File: src/rtl/gpio_irq_pkg.sv
package gpio_irq_pkg;

  // byte offsets of the bank registers
  localparam int OFS_ARM   = 'h00;
  localparam int OFS_POL   = 'h04;
  localparam int OFS_LVL   = 'h08;
  localparam int OFS_ANY   = 'h0C;
  localparam int OFS_PEND  = 'h10;

  // write strobes from the decoder to the sense core
  typedef struct packed {
    logic wrArm;
    logic wrPol;
    logic wrLvl;
    logic wrAny;
    logic wrClear;
  } regStrobeT;

  typedef enum logic [2:0] {
    RD_NONE,
    RD_ARM,
    RD_POL,
    RD_LVL,
    RD_ANY,
    RD_PEND
  } rdSelT;

endpackage

File: src/rtl/irq_reg_decode.sv
module irq_reg_decode
  import gpio_irq_pkg::*;
#(
  parameter int ADDR_W = 5
) (
  input  logic              regWe,
  input  logic [ADDR_W-1:0] regAddr,
  output regStrobeT         strobe,
  output rdSelT             rdSel
);

  always_comb begin
    rdSel = RD_NONE;
    if (regAddr == ADDR_W'(OFS_ARM))       rdSel = RD_ARM;
    else if (regAddr == ADDR_W'(OFS_POL))  rdSel = RD_POL;
    else if (regAddr == ADDR_W'(OFS_LVL))  rdSel = RD_LVL;
    else if (regAddr == ADDR_W'(OFS_ANY))  rdSel = RD_ANY;
    else if (regAddr == ADDR_W'(OFS_PEND)) rdSel = RD_PEND;
  end

  always_comb begin
    strobe         = '0;
    strobe.wrArm   = regWe && (rdSel == RD_ARM);
    strobe.wrPol   = regWe && (rdSel == RD_POL);
    strobe.wrLvl   = regWe && (rdSel == RD_LVL);
    strobe.wrAny   = regWe && (rdSel == RD_ANY);
    strobe.wrClear = regWe && (rdSel == RD_PEND);
  end

endmodule

File: src/rtl/irq_pin_sense.sv
module irq_pin_sense (
  input  logic levelNow,
  input  logic levelPrev,
  input  logic armBit,
  input  logic polBit,
  input  logic lvlBit,
  input  logic anyBit,
  output logic hit
);

  logic rise;
  logic fall;
  logic edgeHit;
  logic levelHit;

  always_comb begin
    rise     = levelNow & ~levelPrev;
    fall     = ~levelNow & levelPrev;
    if (anyBit)      edgeHit = rise | fall;
    else if (polBit) edgeHit = rise;
    else             edgeHit = fall;
    levelHit = (levelNow == polBit);
    hit      = armBit & (lvlBit ? levelHit : edgeHit);
  end

endmodule

File: src/rtl/irq_sense_core.sv
module irq_sense_core
  import gpio_irq_pkg::*;
#(
  parameter int NUM_PINS = 32
) (
  input  logic                clk,
  input  logic                rstN,
  input  regStrobeT           strobe,
  input  logic [NUM_PINS-1:0] wrData,
  input  logic [NUM_PINS-1:0] pinLevel,
  output logic [NUM_PINS-1:0] armQ,
  output logic [NUM_PINS-1:0] polQ,
  output logic [NUM_PINS-1:0] lvlQ,
  output logic [NUM_PINS-1:0] anyQ,
  output logic [NUM_PINS-1:0] pendQ
);

  logic [NUM_PINS-1:0] prevQ;
  logic [NUM_PINS-1:0] hitVec;
  logic [NUM_PINS-1:0] clrMask;
  logic [NUM_PINS-1:0] pendNext;

  for (genvar p = 0; p < NUM_PINS; p++) begin : g_pin
    irq_pin_sense u_sense (
      .levelNow (pinLevel[p]),
      .levelPrev(prevQ[p]),
      .armBit   (armQ[p]),
      .polBit   (polQ[p]),
      .lvlBit   (lvlQ[p]),
      .anyBit   (anyQ[p]),
      .hit      (hitVec[p])
    );
  end

  // a new event beats a clear of the same bit
  always_comb begin
    clrMask  = strobe.wrClear ? wrData : '0;
    pendNext = (pendQ & ~clrMask) | hitVec;
  end

  always_ff @(posedge clk or negedge rstN) begin
    if (!rstN) begin
      armQ  <= '0;
      polQ  <= '0;
      lvlQ  <= '0;
      anyQ  <= '0;
      pendQ <= '0;
      prevQ <= '0;
    end else begin
      if (strobe.wrArm) armQ <= wrData;
      if (strobe.wrPol) polQ <= wrData;
      if (strobe.wrLvl) lvlQ <= wrData;
      if (strobe.wrAny) anyQ <= wrData;
      pendQ <= pendNext;
      prevQ <= pinLevel;
    end
  end

endmodule

File: src/rtl/gpio_irq_bank.sv
module gpio_irq_bank
  import gpio_irq_pkg::*;
#(
  parameter int NUM_PINS = 32,
  parameter int ADDR_W   = 5,
  parameter int DATA_W   = 32
) (
  input  logic                clk,
  input  logic                rstN,
  input  logic                regWe,
  input  logic [ADDR_W-1:0]   regAddr,
  input  logic [DATA_W-1:0]   regWdata,
  output logic [DATA_W-1:0]   regRdata,
  input  logic [NUM_PINS-1:0] pinLevel,
  output logic                irqOut
);

  regStrobeT           strobe;
  rdSelT               rdSel;
  logic [NUM_PINS-1:0] armW;
  logic [NUM_PINS-1:0] polW;
  logic [NUM_PINS-1:0] lvlW;
  logic [NUM_PINS-1:0] anyW;
  logic [NUM_PINS-1:0] pendW;

  irq_reg_decode #(.ADDR_W(ADDR_W)) u_ctrl (
    .regWe  (regWe),
    .regAddr(regAddr),
    .strobe (strobe),
    .rdSel  (rdSel)
  );

  irq_sense_core #(.NUM_PINS(NUM_PINS)) u_dp (
    .clk     (clk),
    .rstN    (rstN),
    .strobe  (strobe),
    .wrData  (regWdata[NUM_PINS-1:0]),
    .pinLevel(pinLevel),
    .armQ    (armW),
    .polQ    (polW),
    .lvlQ    (lvlW),
    .anyQ    (anyW),
    .pendQ   (pendW)
  );

  always_comb begin
    case (rdSel)
      RD_ARM:  regRdata = DATA_W'(armW);
      RD_POL:  regRdata = DATA_W'(polW);
      RD_LVL:  regRdata = DATA_W'(lvlW);
      RD_ANY:  regRdata = DATA_W'(anyW);
      RD_PEND: regRdata = DATA_W'(pendW);
      default: regRdata = '0;
    endcase
  end

  assign irqOut = |(pendW & armW);

endmodule

File: config.mk
export PLATFORM = sky130hd
export DESIGN_NAME = gpio_irq_bank
export DESIGN_NICKNAME = d
export VERILOG_FILES = /design/src/rtl/gpio_irq_pkg.sv /design/src/rtl/irq_reg_decode.sv /design/src/rtl/irq_pin_sense.sv /design/src/rtl/irq_sense_core.sv /design/src/rtl/gpio_irq_bank.sv
export SDC_FILE = /design/constraint.sdc
export NUM_CORES = 1
export LEC_CHECK = 0
export BUFFER_PORTS_ARGS = -buffer_cell sky130_fd_sc_hd__buf_2
export CAP_MARGIN = 0
export CORE_MARGIN = 2
export CORE_UTILIZATION = 59
export CTS_CLUSTER_DIAMETER = 30
export DETAILED_ROUTE_END_ITERATION = 8
export GPL_ROUTABILITY_DRIVEN = 0
export PLACE_DENSITY = 0.9
export REMOVE_ABC_BUFFERS = 1
export SYNTH_ARGS = -nofsm -noshare
export SYNTH_HDL_FRONTEND = slang
export SYNTH_SLANG_ARGS = --single-unit
File: constraint.sdc
create_clock -name clk -period 2.9 [get_ports clk]
set_clock_uncertainty 0.15 [all_clocks]
set_input_delay 0.435 -clock clk [delete_from_list [all_inputs] [get_ports clk]]
set_output_delay 0.435 -clock clk [all_outputs]
set_load 0.02 [all_outputs]
==> flow_summary.yaml, run 1 <==
detailed_routing:
  wl_um: 27700
  post-route-drc-count: 0
  ant_nets: 0
  num_vias: 8321
  avgViaCountPerCell: 6.34
  first_pass_iters: 5
  first_iter_violations: 732
  drt-wirelength-per-cell_um: 21.1
cts:
  clock_latency_ns: 0.44
  root_buffer: "clkbuf_16"
  cts_tree: "built"
  clkTransAtPathRegs_ns: 0.07
  clockBufferDepth: 2
  cts_buffers: 17
  clock-sinks: 192
  htree_levels: 4
critical_path:
  cpMostUsedCell: "buf_2"
  cp.required_ns: 2.32
  cp-end-kind: "output pin"
  reg2reg_slack_ns: 1.32
  cp-start-kind: "input pin"
  path_cells: "buf_2 > or3_2 > buf_12 > nor3_2 > buf_4 > a221o_1 > buf_2"
  arrival_ns: 2.23
  rr_worst_depth: 5
  crit_fanout: 22
  slowest_delay_ns: 0.56
  cp_slowest_cell: "or3_2"
  critPathKind: "input pin to output pin"
logic_synthesis:
  synth_seq_cells: 192
  ys_seq_area_frac: 0.447
  syn-cell-area_um2: 10700
  yosysUniqueCellTypes: 32
  avgSynthCellArea_um2: 11.4
  synth-warning-count: 0
  netlist_instances: 945
finish:
  final_common_cell: "dfrtp_1"
  multi_input_area_um2: 5160
  layout_common_cells: "dfrtp_1, inv_1, buf_2, mux2_2, mux2i_1"
  nets: 1204
  area_growth_pct: 15.4
  register_area_um2: 4800
  final_layout_size_suffix_gt1_frac: 0.280
  n_fill_cell: 1247
sta:
  setup_violations: 0
  finalMaxSlewViolations: 0
  finalHoldViolCount: 0
  rsz0062_at_grt: "no"
  min_period_over_period: 0.969
  fmax_ghz: 0.356
  fin_ws_ns: 0.0892
  setup-tns-final_ns: 0
  worst_pin_slew_ns: 0.510
  period_needed_ns: 2.81
  holdWs_ns: 0.0142
  relSlewSlack: 0.660
grt:
  globalRoute.totalOverflow: 0
  grt_pass1_wl_um: 44300
  track_usage: 0.289
  grt_max_degree: 72
  grt_pass1_vias: 8659
  antenna_found_initial: 3
worst_hold_path:
  min_delay_path_depth: 1
  hold_class: "input pin to flop"
power_and_ir_drop:
  p_leak_uw: 0.00620
  finalPower_uw: 7190
  cellPowerDensity_nw_per_um2: 580
  ir_drop_v: 0.000449
place:
  dp_hpwl_um: 18800
  numPortBuffers: 104
  dp_slack_ns: 0.118
floorplan:
  start_util: 0.600
  die_h_um: 139
  dieArea_um2: 19300
  rows: 49
  die_x_um: 139
  core-area_um2: 17900
  io_pins: 105
run:
  max_cap_viol_count: 0
run_status:
  status: "complete, no violations"
synth_stat cells:
cell type  number  area [um^2]
or4_1           2         15.0
or3_1           1         6.26
buf_2          11         55.1
clkbuf_1       24         90.1
nand3_1        32          160
nand2_1        35          131
mux2_4         30          450
buf_6           4         45.0
ha_1           64          801
o22ai_1         1         6.26
or4b_1          1         10.0
mux2_2         95         1070
mux2_1          3         33.8
xnor2_1        32          280
o22a_1          1         8.76
buf_4           1         7.51
buf_1           5         18.8
or3b_1          1         8.76
dfrtp_1       192         4800
nand2b_1        1         6.26
a221o_1        31          310
nand4_1         4         25.0
nor4b_2         1         15.0
o311ai_0       32          280
a22oi_1        16          120
o41ai_1        32          280
o32ai_1        31          272
mux2i_1        65          651
nor3_1          3         15.0
inv_1         160          601
o21ai_0        32          160
nor2_1          2         7.51
cell families (layout without fill, tap and decap cells):
family / count (synthesis) / count (layout) / synth area share
buf+inv: 205 / 341 / 0.0760
compound gates: 176 / 176 / 0.134
other cells: 0 / 3 / 0
xor+xnor: 32 / 32 / 0.0261
simple gates: 83 / 83 / 0.0373
flops: 192 / 192 / 0.447
fa+ha+maj: 64 / 64 / 0.0745
mux: 193 / 193 / 0.205
routing by layer:
| layer | global-route usage | part of all wire |
|---|---|---|
| met5 | 0 | 0 |
| met4 | 0.129 | 0.038 |
| met3 | 0.0487 | 0.076 |
| met2 | 0.492 | 0.50 |
| met1 | 0.364 | 0.39 |
flip-flops by register name, summed over array words and instances (netlist names):
register	cells
u_dp.anyQ	32
u_dp.armQ	32
u_dp.lvlQ	32
u_dp.pendQ	32
u_dp.polQ	32
u_dp.prevQ	32
where the power goes:
group | leakage, uW | total (uW) | switching [uW] | internal, uW
Combinational | 0.00370 | 1300 | 612 | 693
Sequential | 0.00222 | 3520 | 457 | 3060
Clock | 0.000283 | 2360 | 1090 | 1280
worst paths after layout:
kind	startpoint	endpoint
worst max-delay path	regAddr[2]	regRdata[21]
worst min-delay path	pinLevel[20]	u_dp.prevQ[20]$_DFF_PN0_
worst max register to register	u_dp.prevQ[14]$_DFF_PN0_	u_dp.pendQ[14]$_DFF_PN0_
worst min register to register	u_dp.lvlQ[24]$_DFFE_PN0P_	u_dp.lvlQ[24]$_DFFE_PN0P_
max in group asynchronous	rstN	u_dp.armQ[2]$_DFFE_PN0P_
min in group asynchronous	rstN	u_dp.lvlQ[22]$_DFFE_PN0P_
repair_timing:
item,4_1_cts,5_1_grt
resized for setup,0,0
setup buffers,0,0
setup endpoints to repair,0,0
endpoints found under the hold margin,66,0
hold buffers,10,0
area by class of cell:
class                      instances  area share
sequential                       192       0.388
clock buffer                      20      0.0376
timing repair buffer             149      0.0770
inverter                         160      0.0484
clock inverter                    12     0.00979
antenna                            3    0.000606
multi-input combinational        548       0.416
tap                              229      0.0231
metrics by stage:
stage | cell area [um^2] | cells | util
3_3_place_gp | 11700 | 1268 | 0.654
3_5_place_dp | 11700 | 1268 | 0.654
5_1_grt | 12400 | 1313 | 0.693
2_1_floorplan | 10500 | 900 | -
6_report | 12400 | 1313 | 0.693
4_1_cts | 12400 | 1310 | 0.692
critical path: cells and delay by family:
kind / cells / cell delay, ns
compound gates: 1 / 0.25
simple gates: 2 / 0.71
buf+inv: 4 / 0.82
Power figures use the tool's default switching activity.
==> inputs of run 2 (changes only) <==
Settings changed: CTS_BUF_LIST set to sky130_fd_sc_hd__clkbuf_2 sky130_fd_sc_hd__clkbuf_4 sky130_fd_sc_hd__clkbuf_8, PLACE_DENSITY 0.9 to 0.87.
==> run 2 against run 1 <==
Clock-buffer cell count stayed put. Largest cell class unchanged. Via count is 1.5% lower. Sequential power hardly changed. Critical path type unchanged. Sequential share of layout area is 0.13 points lower. Worst hold slack better by 0.081 ns. Routed wire length is 3.0% lower. Final cell count is 1.8% higher. Clock power is 29% lower. Highest routed layer is now met5. Critical path depth is 1 lower. Sequential cell count stayed put. Setup slack worse by 0.011 ns.
==> flow_summary.yaml, run 2 (same netlist as run 1, synthesis figures left out) <==
floorplan:
  start_util: 0.600
  io_pins: 105
  die_x_um: 139
  core-area_um2: 17900
  rows: 49
  die_h_um: 139
  dieArea_um2: 19300
cts:
  cts_tree: "built"
  cts_buffers: 17
  clkTransAtPathRegs_ns: 0.10
  cts_setup_buffers: 0
  clock-sinks: 192
  post_cts_resized: 0
  clock_latency_ns: 0.46
  htree_levels: 4
  root_buffer: "clkbuf_8"
  clockBufferDepth: 2
detailed_routing:
  drt-wirelength-per-cell_um: 20.1
  first_iter_violations: 607
  avgViaCountPerCell: 6.13
  post-route-drc-count: 0
  ant_nets: 0
  first_pass_iters: 5
  num_vias: 8196
  wl_um: 26900
finish:
  final_cell_area_um2: 12400
  layout_common_cells: "dfrtp_1, inv_1, buf_2, mux2_2, mux2i_1"
  final_common_cell: "dfrtp_1"
  n_fill_cell: 1278
  final_layout_size_suffix_gt1_frac: 0.277
  area_growth_pct: 15.8
  diodes: 0
  nets: 1231
  fin_cells: 1337
place:
  dp_hpwl_um: 18600
  dp_cells: 1272
  numPortBuffers: 104
  dpl-instance-area_um2: 11700
  dp_slack_ns: 0.101
critical_path:
  critPathKind: "input pin to output pin"
  cp-end-kind: "output pin"
  cp-start-kind: "input pin"
  arrival_ns: 2.24
  cp.required_ns: 2.32
  crit_fanout: 24
grt:
  globalRoute.totalOverflow: 0
  grt_pass1_vias: 8536
  grt_max_degree: 81
  antenna_found_initial: 1
  grt_pass1_wl_um: 44200
  track_usage: 0.285
power_and_ir_drop:
  finalPower_uw: 6510
  clock_power_share: 0.258
  ir_drop_v: 0.000358
  p_sw_uw: 2000
  p_int_uw: 4510
  cellPowerDensity_nw_per_um2: 524
  p_leak_uw: 0.00622
  swShare: 0.307
  p_seq_frac: 0.537
  combPwrFrac: 0.205
sta:
  holdWs_ns: 0.0955
  fmax_ghz: 0.354
  fin_ws_ns: 0.0787
  min_period_over_period: 0.973
  worst_pin_slew_ns: 0.665
  period_needed_ns: 2.82
  setup_violations: 0
  finalMaxSlewViolations: 0
  finalHoldViolCount: 0
  relSlewSlack: 0.557
  rsz0062_at_grt: "no"
run_status:
  status: "complete, no violations"
run:
  max_cap_viol_count: 0
worst_hold_path:
  hold_class: "input pin to flop"
[run 2: cell types whose count changed in the layout (fill, tap and decap cells not counted)]
| cell | previous run | this run |
|---|---|---|
| clkinv_4 | 0 | 3 |
| inv_6 | 6 | 2 |
| clkbuf_16 | 17 | 0 |
| inv_8 | 1 | 0 |
| dlygate4sd3_1 | 10 | 33 |
| clkinv_2 | 1 | 4 |
| diode_2 | 3 | 0 |
| clkbuf_4 | 0 | 1 |
| clkinvlp_4 | 3 | 2 |
| buf_4 | 30 | 34 |
| clkbuf_8 | 4 | 20 |
[run 2: timing repair]
item / in CTS / in global routing
endpoints found under the hold margin: 106 / 0
setup endpoints to repair: 0 / 0
hold buffers: 33 / 0
[run 2: power by group through the flow]
stage          Clock [uW]  Combinational (uW)  Sequential, uW
2_1_floorplan           0                 890            3410
3_3_place_gp            0                1220            3510
3_5_place_dp            0                1290            3530
4_1_cts              1700                1330            3480
5_1_grt              1820                1470            3560
6_report             1680                1330            3500
[run 2: stage by stage]
step	setup TNS, ns	util
2_1_floorplan	-173.99	-
3_3_place_gp	0	0.655
3_5_place_dp	0	0.655
4_1_cts	0	0.695
5_1_grt	0	0.695
6_report	0	0.695
[run 2: layout make-up]
| type | instances | area [um^2] | area share |
|---|---|---|---|
| Timing Repair Buffer | 176 | 1210 | 0.0977 |
| Sequential cell | 192 | 4800 | 0.386 |
| Clock buffer | 20 | 269 | 0.0216 |
| Tap cell | 229 | 287 | 0.0230 |
| Inverter | 160 | 601 | 0.0483 |
| Multi-Input combinational cell | 548 | 5160 | 0.414 |
| Clock inverter | 12 | 109 | 0.00875 |
[run 2: path summary, 6_finish.rpt]
path                                           from                         to  slack, ns  depth (start not counted)
max                                      regAddr[2]                regRdata[1]       0.08                          6
min                                    regWdata[25]  u_dp.lvlQ[25]$_DFFE_PN0P_        0.1                          2
max reg2reg                u_dp.prevQ[24]$_DFF_PN0_   u_dp.pendQ[24]$_DFF_PN0_       1.41                          4
min reg2reg                 u_dp.pendQ[0]$_DFF_PN0_    u_dp.pendQ[0]$_DFF_PN0_       0.41                          2
max in group asynchronous                      rstN   u_dp.prevQ[13]$_DFF_PN0_       1.44                          3
min in group asynchronous                      rstN   u_dp.anyQ[6]$_DFFE_PN0P_       0.40                          2
[run 2: layer usage]
| metal | vias to the layer above | wire length, um | track usage |
|---|---|---|---|
| met5 | - | 7 | 0 |
| met4 | 2 | 721 | 0.106 |
| met3 | 64 | 1700 | 0.0584 |
| met2 | 315 | 13500 | 0.487 |
| met1 | 4099 | 11000 | 0.362 |
| li1 | 3716 | - | - |
[run 2: critical path, stage by stage]
cell and delay (ns):
buf_2 0.17, or3_2 0.58, buf_4 0.27, o32ai_1 0.39, a221o_1 0.20, buf_2 0.17
==> inputs of run 3 (changes only) <==
Settings changed: CORE_ASPECT_RATIO set to 0.8.
==> run 3 against run 2 <==
Critical path depth grew 1. Clock-buffer cell count shrank 2. Global-route usage is essentially flat. First-iteration DRC count grew 7.9%. Clock power grew 15%. Utilization is essentially flat. Worst hold slack lost 0.014 ns. Largest cell class unchanged.
==> flow_summary.yaml, run 3 (same netlist as run 1, synthesis figures left out) <==
run_status:
  status: "complete, no violations"
detailed_routing:
  ant_nets: 0
  first_pass_iters: 6
  post-route-drc-count: 0
  first_iter_violations: 655
  drt-wirelength-per-cell_um: 20.3
  num_vias: 8128
  wl_um: 27000
  avgViaCountPerCell: 6.10
floorplan:
  core-area_um2: 18000
  die_x_um: 155
  rows: 44
  start_util: 0.597
  io_pins: 105
  dieArea_um2: 19300
  die_h_um: 125
power_and_ir_drop:
  cellPowerDensity_nw_per_um2: 539
  p_leak_uw: 0.00622
  ir_drop_v: 0.000492
cts:
  cts_setup_buffers: 0
  post_cts_resized: 0
  clkTransAtPathRegs_ns: 0.10
  clock_latency_ns: 0.47
  clock-sinks: 192
  htree_levels: 4
  cts_buffers: 17
  clockBufferDepth: 2
  cts_hold_buf: 33
  root_buffer: "clkbuf_8"
  cts_tree: "built"
sta:
  min_period_over_period: 0.954
  setup-tns-final_ns: 0
  finalHoldViolCount: 0
  finalMaxSlewViolations: 0
  worst_pin_slew_ns: 0.416
  period_needed_ns: 2.77
  relSlewSlack: 0.719
  fmax_ghz: 0.361
  setup_violations: 0
  rsz0062_at_grt: "no"
place:
  dp_cells: 1267
  numPortBuffers: 104
  dp_hpwl_um: 18100
critical_path:
  critPathKind: "input pin to output pin"
  arrival_ns: 2.18
  cp-end-kind: "output pin"
  crit_fanout: 20
  cp-start-kind: "input pin"
  cp.required_ns: 2.32
finish:
  final_common_cell: "dfrtp_1"
  final_layout_size_suffix_gt1_frac: 0.272
  utilization: 0.695
  area_growth_pct: 16.5
  nets: 1225
  n_fill_cell: 1260
  fin_cells: 1332
  layout_common_cells: "dfrtp_1, inv_1, buf_2, mux2_2, mux2i_1"
run:
  max_cap_viol_count: 0
grt:
  antenna_found_initial: 1
  globalRoute.totalOverflow: 0
  grt_max_degree: 71
  grt_pass1_wl_um: 43100
  grt_pass1_vias: 8236
  track_usage: 0.285
worst_hold_path:
  hold_class: "input pin to flop"
run 3: area by class of cell:
| type | instances | area (um^2) | area share |
|---|---|---|---|
| multi-input cells | 548 | 5160 | 0.412 |
| flip-flops and latches | 192 | 4800 | 0.384 |
| repair buffers | 170 | 1230 | 0.0985 |
| inverters | 160 | 601 | 0.0480 |
| well taps | 230 | 288 | 0.0230 |
| clock buffers | 18 | 241 | 0.0193 |
| clock inverters | 13 | 191 | 0.0153 |
| diodes | 1 | 2.50 | 0.000200 |
run 3: per-stage QoR:
step | area (um^2) | setup slack [ns] | total power (uW) | hold slack (ns)
final | 12500 | 0.133 | 6750 | 0.0813
after global routing | 12500 | 0.0653 | 7090 | 0.0481
after CTS | 12500 | 0.119 | 6760 | 0.0552
after detailed placement | 11800 | 0.125 | 4800 | 0.255
after global placement | 11800 | 0.204 | 4710 | 0.256
after floorplan | 10500 | -1.88 | 4300 | -0.0106
run 3: path summary, 6_finish.rpt:
| path | start | endpoint | slack [ns] | cells after the start |
|---|---|---|---|---|
| setup / recovery | regAddr[2] | regRdata[21] | 0.13 | 7 |
| hold / removal | regWdata[20] | u_dp.polQ[20]$_DFFE_PN0P_ | 0.08 | 2 |
| setup reg to reg | u_dp.prevQ[22]$_DFF_PN0_ | u_dp.pendQ[22]$_DFF_PN0_ | 1.39 | 4 |
| hold reg to reg | u_dp.pendQ[7]$_DFF_PN0_ | u_dp.pendQ[7]$_DFF_PN0_ | 0.41 | 2 |
| max in group asynchronous | rstN | u_dp.lvlQ[31]$_DFFE_PN0P_ | 1.50 | 3 |
| min in group asynchronous | rstN | u_dp.prevQ[19]$_DFF_PN0_ | 0.31 | 2 |
run 3: worst max-delay path, stage by stage:
cell     delay, ns
buf_2         0.14
or3_2         0.54
buf_4         0.24
nor3_2        0.21
buf_4         0.20
a221o_1       0.21
buf_2         0.19
run 3: per-layer routing:
metal | track usage | routed length [um] | up-vias
met2 | 0.454 | 12900 | 334
li1 | - | - | 3698
met1 | 0.388 | 11600 | 4057
met4 | 0.0763 | 353 | 2
met5 | 0 | 12 | -
met3 | 0.0783 | 2150 | 37
run 3: power by group:
| group | leakage, uW | switching (uW) | total [uW] | internal, uW |
|---|---|---|---|---|
| clock | 0.000211 | 985 | 1930 | 948 |
| sequential | 0.00222 | 441 | 3500 | 3060 |
| combinational | 0.00380 | 602 | 1320 | 714 |
